<file path="config.mk">
export PLATFORM = sky130hd
export DESIGN_NAME = prio_irq_ctrl
export DESIGN_NICKNAME = d
export VERILOG_FILES = /design/src/rtl/pic_pkg.sv /design/src/rtl/pic_regfile.sv /design/src/rtl/pic_select.sv /design/src/rtl/pic_nest.sv /design/src/rtl/prio_irq_ctrl.sv
export SDC_FILE = /design/constraint.sdc
export NUM_CORES = 1
export LEC_CHECK = 0
export BUFFER_PORTS_ARGS = -buffer_cell sky130_fd_sc_hd__buf_2
export CAP_MARGIN = 25
export CORE_ASPECT_RATIO = 2
export CORE_MARGIN = 1.5
export CORE_UTILIZATION = 40
export DETAILED_ROUTE_END_ITERATION = 10
export PLACE_DENSITY = 0.65
export SLEW_MARGIN = 20
export SYNTH_ARGS = -nofsm -noshare
export SYNTH_HDL_FRONTEND = slang
export SYNTH_SLANG_ARGS = --single-unit
</file>
<file path="constraint.sdc">
create_clock -name clk -period 5.7 [get_ports clk]
set_input_delay 1.14 -clock clk [delete_from_list [all_inputs] [get_ports clk]]
set_output_delay 1.14 -clock clk [all_outputs]
set_load 0.02 [all_outputs]
</file>
<file path="src/rtl/pic_pkg.sv">
package pic_pkg;

  // operation applied to the in-service level stack in one cycle
  typedef enum logic [1:0] {
    NST_HOLD = 2'd0,
    NST_PUSH = 2'd1,
    NST_POP  = 2'd2,
    NST_SWAP = 2'd3
  } nest_op_e;

endpackage

</file>
<file path="src/rtl/pic_regfile.sv">
module pic_regfile #(
  parameter int NCH = 8,
  parameter int VW  = 32,
  parameter int AW  = 4
) (
  input  logic                     clk,
  input  logic                     rst_n,
  input  logic [NCH-1:0]           src_i,
  input  logic                     wr_i,
  input  logic                     rd_i,
  input  logic [AW-1:0]            addr_i,
  input  logic [VW-1:0]            wdata_i,
  output logic [VW-1:0]            rdata_o,
  output logic [NCH-1:0]           pend_o,
  output logic [NCH-1:0]           en_o,
  output logic [NCH-1:0][VW-1:0]   vec_o
);

  localparam logic [AW-1:0] PEND_ADR = AW'(NCH);
  localparam logic [AW-1:0] EN_ADR   = AW'(NCH + 1);

  logic [NCH-1:0]         src_q;
  logic [NCH-1:0]         pend_q;
  logic [NCH-1:0]         en_q;
  logic [NCH-1:0][VW-1:0] vec_q;
  logic [NCH-1:0]         rise;
  logic [NCH-1:0]         clr_mask;
  logic [VW-1:0]          rd_mux;
  logic [VW-1:0]          rdata_q;

  assign rise     = src_i & ~src_q;
  assign clr_mask = (wr_i && addr_i == PEND_ADR) ? wdata_i[NCH-1:0] : '0;

  // a new edge wins over a simultaneous clear
  always_ff @(posedge clk) begin
    if (!rst_n) begin
      src_q  <= '0;
      pend_q <= '0;
      en_q   <= '0;
    end else begin
      src_q  <= src_i;
      pend_q <= (pend_q & ~clr_mask) | rise;
      if (wr_i && addr_i == EN_ADR) en_q <= wdata_i[NCH-1:0];
    end
  end

  for (genvar g = 0; g < NCH; g++) begin : g_vec
    always_ff @(posedge clk) begin
      if (!rst_n) vec_q[g] <= '0;
      else if (wr_i && addr_i == AW'(g)) vec_q[g] <= wdata_i;
    end

    AST_PEND_FROM_EDGE: assert property (@(posedge clk) disable iff (!rst_n)
      $rose(pend_q[g]) |-> $past(src_i[g]) && !$past(src_q[g]));
  end

  always_comb begin
    rd_mux = '0;
    for (int i = 0; i < NCH; i++) begin
      if (addr_i == AW'(i)) rd_mux = vec_q[i];
    end
    if (addr_i == PEND_ADR) rd_mux = VW'(pend_q);
    if (addr_i == EN_ADR)   rd_mux = VW'(en_q);
  end

  always_ff @(posedge clk) begin
    if (!rst_n)    rdata_q <= '0;
    else if (rd_i) rdata_q <= rd_mux;
  end

  assign rdata_o = rdata_q;
  assign pend_o  = pend_q;
  assign en_o    = en_q;
  assign vec_o   = vec_q;

endmodule

</file>
<file path="src/rtl/pic_select.sv">
module pic_select #(
  parameter int NCH = 8,
  parameter int VW  = 32,
  parameter int CW  = 3
) (
  input  logic [NCH-1:0]         pend_i,
  input  logic [NCH-1:0]         en_i,
  input  logic [NCH-1:0][VW-1:0] vec_i,
  output logic                   hit_o,
  output logic [CW-1:0]          chan_o,
  output logic [VW-1:0]          vec_o
);

  logic [NCH-1:0] live;
  assign live = pend_i & en_i;

  // scan from least to most urgent so the lowest index is kept
  always_comb begin
    hit_o  = 1'b0;
    chan_o = '0;
    for (int i = NCH - 1; i >= 0; i--) begin
      if (live[i]) begin
        hit_o  = 1'b1;
        chan_o = CW'(i);
      end
    end
    vec_o = vec_i[chan_o];
  end

endmodule

</file>
<file path="src/rtl/pic_nest.sv">
module pic_nest
  import pic_pkg::*;
#(
  parameter int NCH = 8,
  parameter int CW  = 3,
  parameter int DW  = 4
) (
  input  logic          clk,
  input  logic          rst_n,
  input  logic          hit_i,
  input  logic [CW-1:0] chan_i,
  input  logic          in_imm_i,
  input  logic          dbg_req_i,
  input  logic          take_ready_i,
  input  logic          rearm_i,
  output logic          irq_req_o,
  output logic          take_valid_o,
  output logic          dbg_grant_o
);

  localparam int LW = CW + 1;

  logic [CW-1:0] lvl_q [NCH];
  logic [DW-1:0] cnt_q;
  logic [DW-1:0] cnt_m1;
  logic [LW-1:0] thresh;
  logic          acc;
  logic          pop_ok;
  nest_op_e      op;

  assign cnt_m1 = cnt_q - DW'(1);
  assign thresh = (cnt_q == '0) ? LW'(NCH) : {1'b0, lvl_q[cnt_m1[CW-1:0]]};

  // strictly more urgent than the level in service
  assign irq_req_o    = hit_i && ({1'b0, chan_i} < thresh);
  assign take_valid_o = irq_req_o && !in_imm_i && !dbg_req_i;
  assign dbg_grant_o  = dbg_req_i && take_ready_i;

  assign acc    = take_valid_o && take_ready_i;
  assign pop_ok = rearm_i && (cnt_q != '0);

  always_comb begin
    if (acc && pop_ok) op = NST_SWAP;
    else if (acc)      op = NST_PUSH;
    else if (pop_ok)   op = NST_POP;
    else               op = NST_HOLD;
  end

  always_ff @(posedge clk) begin
    if (!rst_n) begin
      cnt_q <= '0;
      for (int i = 0; i < NCH; i++) lvl_q[i] <= '0;
    end else begin
      case (op)
        NST_PUSH: begin
          lvl_q[cnt_q[CW-1:0]] <= chan_i;
          cnt_q <= cnt_q + DW'(1);
        end
        NST_POP:  cnt_q <= cnt_m1;
        NST_SWAP: lvl_q[cnt_m1[CW-1:0]] <= chan_i;
        default:  ;
      endcase
    end
  end

  AST_PUSH_DEPTH: assert property (@(posedge clk) disable iff (!rst_n)
    acc && !rearm_i |=> cnt_q == $past(cnt_q) + DW'(1));

  AST_BLOCK_LOWER: assert property (@(posedge clk) disable iff (!rst_n)
    acc |=> !(irq_req_o && chan_i >= $past(chan_i)));

  AST_REARM_POP: assert property (@(posedge clk) disable iff (!rst_n)
    rearm_i && !acc && cnt_q != '0 |=> cnt_q == $past(cnt_q) - DW'(1));

  AST_EMPTY_REARM: assert property (@(posedge clk) disable iff (!rst_n)
    rearm_i && !acc && cnt_q == '0 |=> cnt_q == '0);

endmodule

</file>
<file path="src/rtl/prio_irq_ctrl.sv">
module prio_irq_ctrl #(
  parameter int NCH = 8,
  parameter int VW  = 32,
  localparam int AW = $clog2(NCH + 2),
  localparam int CW = $clog2(NCH)
) (
  input  logic           clk,
  input  logic           rst_n,
  input  logic [NCH-1:0] src_i,
  input  logic           bus_wr_i,
  input  logic           bus_rd_i,
  input  logic [AW-1:0]  bus_addr_i,
  input  logic [VW-1:0]  bus_wdata_i,
  output logic [VW-1:0]  bus_rdata_o,
  input  logic           in_imm_i,
  input  logic           dbg_req_i,
  output logic           dbg_grant_o,
  input  logic           rearm_i,
  output logic           irq_req_o,
  output logic           take_valid_o,
  input  logic           take_ready_i,
  output logic [CW-1:0]  take_chan_o,
  output logic [VW-1:0]  take_vec_o
);

  localparam int DW = $clog2(NCH + 1);

  logic [NCH-1:0]         pend;
  logic [NCH-1:0]         en;
  logic [NCH-1:0][VW-1:0] vecs;
  logic                   hit;

  pic_regfile #(.NCH(NCH), .VW(VW), .AW(AW)) i_regs (
    .clk     (clk),
    .rst_n   (rst_n),
    .src_i   (src_i),
    .wr_i    (bus_wr_i),
    .rd_i    (bus_rd_i),
    .addr_i  (bus_addr_i),
    .wdata_i (bus_wdata_i),
    .rdata_o (bus_rdata_o),
    .pend_o  (pend),
    .en_o    (en),
    .vec_o   (vecs)
  );

  pic_select #(.NCH(NCH), .VW(VW), .CW(CW)) i_sel (
    .pend_i (pend),
    .en_i   (en),
    .vec_i  (vecs),
    .hit_o  (hit),
    .chan_o (take_chan_o),
    .vec_o  (take_vec_o)
  );

  pic_nest #(.NCH(NCH), .CW(CW), .DW(DW)) i_nest (
    .clk          (clk),
    .rst_n        (rst_n),
    .hit_i        (hit),
    .chan_i       (take_chan_o),
    .in_imm_i     (in_imm_i),
    .dbg_req_i    (dbg_req_i),
    .take_ready_i (take_ready_i),
    .rearm_i      (rearm_i),
    .irq_req_o    (irq_req_o),
    .take_valid_o (take_valid_o),
    .dbg_grant_o  (dbg_grant_o)
  );

  AST_ACCEPT_OUTSIDE_IMM: assert property (@(posedge clk) disable iff (!rst_n)
    take_valid_o && take_ready_i |-> !in_imm_i);

  AST_DEBUG_OUTRANKS: assert property (@(posedge clk) disable iff (!rst_n)
    take_valid_o |-> !dbg_req_i);

  AST_OFFER_ENABLED: assert property (@(posedge clk) disable iff (!rst_n)
    take_valid_o |-> pend[take_chan_o] && en[take_chan_o]);

  AST_ACCEPT_KEEPS_PEND: assert property (@(posedge clk) disable iff (!rst_n)
    take_valid_o && take_ready_i && !bus_wr_i |=> pend[$past(take_chan_o)]);

endmodule

</file>
Word level (Yosys, flattened, before mapping)

Memory sizes are Yosys's and may differ from the RTL's.
Cells that the tools add are included.

Input port bits: 52
Bits in latches: 0
Memories: 1
Output and inout port bits: 70
Memory bits (writable): 24
Word-level logic and storage cells: 108
Bits in read-only memories: 0
Bits in registers: 316

Add/subtract/negate cells: 2
Reductions and logical operators: 25
Mux-type cells: 47
Bitwise logic cells: 6
Order comparisons: 2
Shift-type cells: 0
$mul: 0
Div/mod/pow operators: 0
Equal/unequal tests: 12

Memories:

| memory       | depth | width | read ports | clocked after Yosys merged registers in | wr ports | line           | RTL |
|---|---|---|---|---|---|---|---|
| i_nest.lvl_q | 8     | 3     | 1          | 0                                       | 8        | pic_nest.sv:23 | `logic [CW-1:0] lvl_q [NCH];` |

Operators by type and width:

| kind                  | count |
|---|---|
| $mux W32              | 11 |
| $bmux W32 S3          | 1 |
| $mux W3               | 12 |
| $and A8 B8 Y8         | 3 |
| $logic_and A1 B1 Y1   | 17 |
| $mux W1               | 17 |
| $eq A4 B3 Y1 const B  | 4 |
| $not A8 Y8            | 2 |
| $eq A4 B2 Y1 const B  | 2 |
| $eq A4 B4 Y1 const B  | 2 |
| $logic_not A4 Y1      | 2 |
| $mux W8               | 1 |
| $or A8 B8 Y8          | 1 |
| $pmux W4 S2           | 1 |
| $mux W2               | 3 |
| $reduce_or A3 Y1      | 2 |
| $add A4 B1 Y4 const B | 1 |
| $eq A2 B2 Y1 const B  | 2 |
| $eq A4 B1 Y1 const B  | 1 |
| $lt A3 B4 Y1          | 1 |
| $lt A3 B4 Y1 const B  | 1 |
| $mux W4               | 1 |
| $reduce_bool A4 Y1    | 1 |
| $sub A4 B1 Y4 const B | 1 |
| 3 further kinds       | 4 |

Longest topological paths before layout

Word-level depth: 23
Gate-level depth with buffers: 21
Mapped depth without buffers: 18

Modules after synthesis

From an unflattened synthesis, not the netlist that was laid out.

Cells, all modules: 2,174
Area total of the unflattened synthesis: 17,521.8 um2

Modules (own cells, without submodules):

| module      | cells each | seq. area each (um2) | area each (um2) | times used |
|---|---|---|---|---|
| pic_regfile | 1,704      | 6,246.0              | 13,406.6        | 1 |
| pic_select  | 313        | 0.0                  | 2,361.0         | 1 |
| pic_nest    | 157        | 800.8                | 1,754.2         | 1 |

Least setup slack after synthesis

Ideal clock, no wire load.

Kind: flip-flop to output port
Start: register i_nest.cnt_q[0]
End: output take_valid_o
Slack: 1.274 ns
Buffers on the path: 3
Arrival: 3.286 ns
Required time: 4.560 ns
Cell stages (with the launch flop): 16
Path through: dfxtp_1 -> buf_4 -> inv_1 -> ha_1 -> clkbuf_1 -> mux4_2 -> nand3_1 -> o21ai_0 -> o21ai_0 -> ha_1 -> o21a_1 -> o22ai_1 -> nor2b_1 -> a31oi_4 -> buf_4 -> nor3_1

Word-level cells in the longest chain between the ends: 7
Elaborated cells between the ends (all ways): 8
Classes of those cells: add/sub (1); order compare (1); mux (1); reduce/logical (4); memory (1)

RTL lines:

| element                              | line                | RTL |
|---|---|---|
| start, declared                      | pic_nest.sv:24      | `logic [DW-1:0] cnt_q;` |
| start signal, assigned               | pic_nest.sv:57      | `cnt_q <= cnt_q + DW'(1);` |
| start signal, assigned               | pic_nest.sv:59      | `NST_POP: cnt_q <= cnt_m1;` |
| $sub A4 B1 Y4                        | pic_nest.sv:31      | `assign cnt_m1 = cnt_q - DW'(1);` |
| $mem_v2 Z8 W3                        | n/a                 |  |
| $mux W4 (*)                          | pic_nest.sv:32      | `assign thresh = (cnt_q == '0) ? LW'(NCH) : {1'b0, lvl_q[cnt_m1[CW-1:0]]};` |
| $lt A3 B4 Y1 (*)                     | pic_nest.sv:35      | `assign irq_req_o = hit_i && ({1'b0, chan_i} < thresh);` |
| $logic_and A1 B1 Y1 (*)              | pic_nest.sv:35      |  |
| $logic_and A1 B1 Y1 (*) (2 in a row) | pic_nest.sv:36      | `assign take_valid_o = irq_req_o && !in_imm_i && !dbg_req_i;` |
| end, declared                        | prio_irq_ctrl.sv:20 | `output logic take_valid_o,` |

Every way passes the cells marked *; elsewhere a longest branch is shown, timed or not.

==> qor_table.md <==
| Step | Metric | This run |
|---|---|---|
| run status | Run status | finished, final reports clean |
| sta | Final hold violations | 0 |
| sta | Max_slew headroom | 25.8% |
| global routing | Pin count of the biggest net entering global routing | 239 |
| place | Setup WS pre-CTS | 0.749 ns |
| min path | Hold WC Path Type | reg2reg |
| layout | Final core utilization | 44.7% |
| die | DIE WIDTH | 157 µm |
| setup path | Family with the most delay on the worst path | compound AO/OA/AOI/OAI gates |
| layout | Fraction of layout instances using a drive strength above 1 | 10.9% |
| sta | RSZ-0062 raised after global routing | false |
| synthesis | Post-synthesis register bit count | 340 |
| die | Floorplan die height | 311 µm |
| setup path | Flop-to-flop setup slack | 0.62 ns |
| setup path | Reg2Reg Capture Point | i_nest.lvl_q[3][0] |
| cts | Clock buffer count from CTS | 35 |
| sta | Max Slew Vio Count | 0 |
| die | I/O pin cnt | 122 |
| layout | Area growth from synthesis to layout | 9.98% |
| cts | Clk buf depth | 3 |
| cts | Later-pin clock latency in the skew report | 0.55 ns |
| route | Antenna Nets Post-Route | 0 |
| die | Die Outline Area | 0.0490 mm² |
| place | Gp weighted congestion | 0.892 |
| sta | Transition at the pin with the smallest max-transition slack | 1.11 ns |
| sta | Worst setup margin | 0.624 ns |
| setup path | Critical Setup Path Class | reg2reg |
| cts | CTS H-Tree Depth | 2 |
| power and ir drop | Cell area power density | 262 mW/mm² |
| global routing | Final global-route overflow total | 0 |
| cts | Clock tree from TritonCTS | done |
| min path | Min-Delay Path Depth | 2 |
| setup path | Data arrival, critical path | 5.32 ns |
| power and ir drop | Static leakage | 0.00696 µW |
| route | Total via count after detailed routing | 19000 |
| setup path | Largest stage delay, worst path | 0.74 ns |
| layout | Count of fill cells added during filler insertion | 4738 |
| place | Dpl cells | 3000 |
| setup path | Maximum fanout encountered on the critical timing path | 35 |
| place | DP Area | 0.0198 mm² |
| setup path | Critical-path cell with the highest stage delay | sky130_fd_sc_hd__a31oi_4 |
| cts | Post-CTS clock slew at the launch and capture registers of the worst setup and hold paths | 0.06 ns |
| synthesis | Count of unique library cells instantiated by Yosys | 58 |
| sta | Final TNS setup | 0 ns |
| min path | Hold endpoint | i_regs.vec_o[71] |
| setup path | Ordered cell list for the critical path | inv_1 -> ha_1 -> mux4_2 -> nand3_1 -> o21ai_0 -> o21ai_0 -> ha_1 -> o21a_1 -> o22ai_1 -> nor2b_1 -> a31oi_4 -> nor2_1 -> ha_1 -> nand3b_1 -> a2bb2oi_1 -> inv_1 -> a21oi_1 -> o31ai_1 |
| layout | Post-route non-filler standard cell count | 3063 |
| synthesis | Average cell area after synthesis | 7.73 µm² |
| sta | F_max | 197 MHz |
| route | DRC marker count from the first detailed-route iteration | 1981 |
| die | Initial Util | 40.6% |
| cts | # clock sinks | 340 |
| place | Half-perimeter wire length of the detailed placement result | 48300 µm |
| global routing | Number of global-route vias before repair | 18300 |
| route | Number of design rule violations left after detail routing | 0 |
| setup path | Crit path buf inv count | 2 |
| synthesis | Number of synthesized flops with an enable pin | 24 |
| synthesis | Share of synthesized registers carrying an async set or reset | 0% |
| min path | HP Start | i_regs.vec_o[71] |
| synthesis | Leading register cell type out of synthesis | sky130_fd_sc_hd__dfxtp_1 |
| cts | Number of buffers inserted by hold repair at cts | 0 |
| setup path | Kind of end point of the critical path | flip-flop |
| die | Placeable core region | 0.0468 mm² |
| sta | Share of the clock period used by the worst path | 89.0% |
| layout | Fin nets | 2470 |
| route | Number of vias per cell after detailed routing | 6.21 |
| cts | Clock root buffer | sky130_fd_sc_hd__clkbuf_16 |
| synthesis | Instance count of the mapped netlist | 2460 |
| die | Std cell rows | 112 |
| global routing | Total routing usage reported by global routing | 30.2% |
| job | MaxCap Viol Count | 0 |
| synthesis | Register area share after synthesis | 37.0% |
| route | Detailed-route wire length per cell | 24.4 µm |
| synthesis | Total number of yosys warnings | 0 |
| cts | Postcts setup bufs | 0 |
| synthesis | Post-synthesis cell area | 0.0190 mm² |
| power and ir drop | Maximum resistive drop on vdd | 0.000213 V |
| setup path | Start of the worst register-to-register path | i_nest.cnt_q[1] |
| global routing | Wire length of the first global-routing pass | 112000 µm |
| global routing | Initial antenna violation count | 15 |
| setup path | Endpoint required time on the critical path | 5.94 ns |
| route | First-pass iteration count of the detailed router | 6 |
| sta | Final setup vio count | 0 |
| sta | Post-Route Skew | 0.0195 ns |
| place | Number of port buffers | 121 |
| sta | Post-layout min period | 5.08 ns |
| setup path | Most Frequent Cell on Critical Path | sky130_fd_sc_hd__ha_1 |
| route | Wire length reported by the detailed router | 74700 µm |
| cts | Cts repair resizes | 0 |
| setup path | Kind of start point of the critical path | flip-flop |
| layout | Post-route design area | 0.0209 mm² |
| synthesis | Mapped Nets | 2518 |
| setup path | Reg2Reg Depth | 18 |
[cells by family after synthesis]
kind of cell | after synthesis | synth area share (%)
adder cells (fa/ha/maj) | 6 | 0.395
AND/OR/NAND/NOR | 838 | 18.9
buffers and inverters | 415 | 9.04
AO/OA/AOI/OAI | 817 | 31.7
flip-flops | 340 | 37.0
multiplexers | 37 | 2.58
XOR/XNOR | 7 | 0.322
[worst max-delay path by stage]
stage	startpoint	end	slack (ns)	cells past startpoint
6_report	i_nest.cnt_q[1]	i_nest.lvl_q[3][0]	0.62	18
5_1_grt	i_nest.cnt_q[1]	i_nest.lvl_q[7][1]	0.24	18
4_1_cts	i_nest.cnt_q[1]	take_valid_o	0.67	13
3_5_place_dp	i_nest.cnt_q[1]	i_nest.lvl_q[7][1]	0.75	18
3_3_place_gp	i_nest.cnt_q[1]	i_nest.lvl_q[6][1]	0.85	18
2_1_floorplan	i_nest.cnt_q[0]	take_valid_o	1.27	15
[sequential cells by signal, indices dropped and copies added (netlist names)]
register	flops
i_regs.en_o	8
i_regs.pend_o	8
i_nest.lvl_q	24
i_regs.src_q	8
i_regs.vec_o	256
i_regs.rdata_o	32
i_nest.cnt_q	4
[layout by cell type, fill, tap and decap left out, types with 7 or more instances in the layout]
master,n
sky130_fd_sc_hd__and2_1,15
sky130_fd_sc_hd__a221oi_1,128
sky130_fd_sc_hd__nor4_1,39
sky130_fd_sc_hd__buf_4,61
sky130_fd_sc_hd__nor2b_1,41
sky130_fd_sc_hd__a22o_1,22
sky130_fd_sc_hd__nor3b_1,17
sky130_fd_sc_hd__buf_2,119
sky130_fd_sc_hd__o21ai_0,83
sky130_fd_sc_hd__o2bb2ai_1,18
sky130_fd_sc_hd__a221o_1,9
sky130_fd_sc_hd__mux4_2,8
sky130_fd_sc_hd__o2111ai_1,17
sky130_fd_sc_hd__a21oi_1,62
sky130_fd_sc_hd__a211oi_1,128
sky130_fd_sc_hd__o21a_1,26
sky130_fd_sc_hd__dfxtp_1,316
sky130_fd_sc_hd__mux2i_1,12
sky130_fd_sc_hd__a21boi_1,252
sky130_fd_sc_hd__a21boi_0,14
sky130_fd_sc_hd__mux2_1,13
sky130_fd_sc_hd__o31ai_1,9
sky130_fd_sc_hd__o211ai_1,7
sky130_fd_sc_hd__nor3_1,30
sky130_fd_sc_hd__a32oi_1,7
sky130_fd_sc_hd__nor2_1,47
sky130_fd_sc_hd__clkbuf_16,35
sky130_fd_sc_hd__o21ai_1,10
sky130_fd_sc_hd__edfxtp_1,24
sky130_fd_sc_hd__nand3_1,27
sky130_fd_sc_hd__nand2_1,597
sky130_fd_sc_hd__inv_1,141
[worst min-delay path, delay by kind of cell, from the launching register on]
family | cells | cell delay, ns
flops | 1 | 0.31
simple gates | 1 | 0.05
compound gates | 1 | 0.05
[through the flow]
step / hold slack (ns) / total power [µW]
3_3_place_gp: 0.444 / 3330
4_1_cts: 0.463 / 5500
3_5_place_dp: 0.454 / 3340
2_1_floorplan: 0.435 / 3120
5_1_grt: 0.477 / 5650
6_report: 0.457 / 5490
[layer usage]
layer / vias up / global-route usage [%] / wire, µm
li1: 8564 / - / -
met2: 1089 / 51.5 / 36900
met3: 346 / 4.90 / 5940
met4: 8 / 23.3 / 6030
met1: 9000 / 33.0 / 25800
met5: - / 0 / 51
[area by class of cell]
class | instances | area, µm² | area share, %
clock inverter | 12 | 67.6 | 0.323
tap | 627 | 785 | 3.75
sequential | 340 | 7050 | 33.7
inverter | 144 | 543 | 2.60
clock buffer | 44 | 960 | 4.59
multi-input combinational | 1705 | 10300 | 49.4
timing repair buffer | 186 | 1180 | 5.63
antenna | 5 | 12.5 | 0.0598
[power breakdown]
part           internal, µW  switching [µW]
sequential             2450            43.8
clock                  1190             995
combinational           295             515
[Yosys cell counts, types with 13 or more instances]
library cell | number | area (µm²)
sky130_fd_sc_hd__a21oi_1 | 62 | 310
sky130_fd_sc_hd__a211oi_1 | 128 | 961
sky130_fd_sc_hd__nand3_1 | 27 | 135
sky130_fd_sc_hd__o21a_1 | 26 | 195
sky130_fd_sc_hd__clkbuf_1 | 184 | 691
sky130_fd_sc_hd__mux2_1 | 13 | 146
sky130_fd_sc_hd__a21boi_1 | 252 | 1890
sky130_fd_sc_hd__nor2b_1 | 42 | 263
sky130_fd_sc_hd__a22o_1 | 22 | 193
sky130_fd_sc_hd__and2_1 | 15 | 93.8
sky130_fd_sc_hd__inv_1 | 141 | 529
sky130_fd_sc_hd__buf_2 | 45 | 225
sky130_fd_sc_hd__o21ai_0 | 83 | 415
sky130_fd_sc_hd__buf_1 | 14 | 52.6
sky130_fd_sc_hd__dfxtp_1 | 316 | 6330
sky130_fd_sc_hd__o2111ai_1 | 17 | 149
sky130_fd_sc_hd__a221oi_1 | 128 | 1120
sky130_fd_sc_hd__nor4_1 | 39 | 244
sky130_fd_sc_hd__o2bb2ai_1 | 18 | 158
sky130_fd_sc_hd__nor3_1 | 31 | 155
sky130_fd_sc_hd__nand2_1 | 599 | 2250
sky130_fd_sc_hd__edfxtp_1 | 24 | 721
sky130_fd_sc_hd__nor3b_1 | 17 | 128
sky130_fd_sc_hd__nor2_1 | 50 | 188
sky130_fd_sc_hd__a21boi_0 | 14 | 105
sky130_fd_sc_hd__buf_4 | 28 | 210
(Power assumes the default switching activity.)
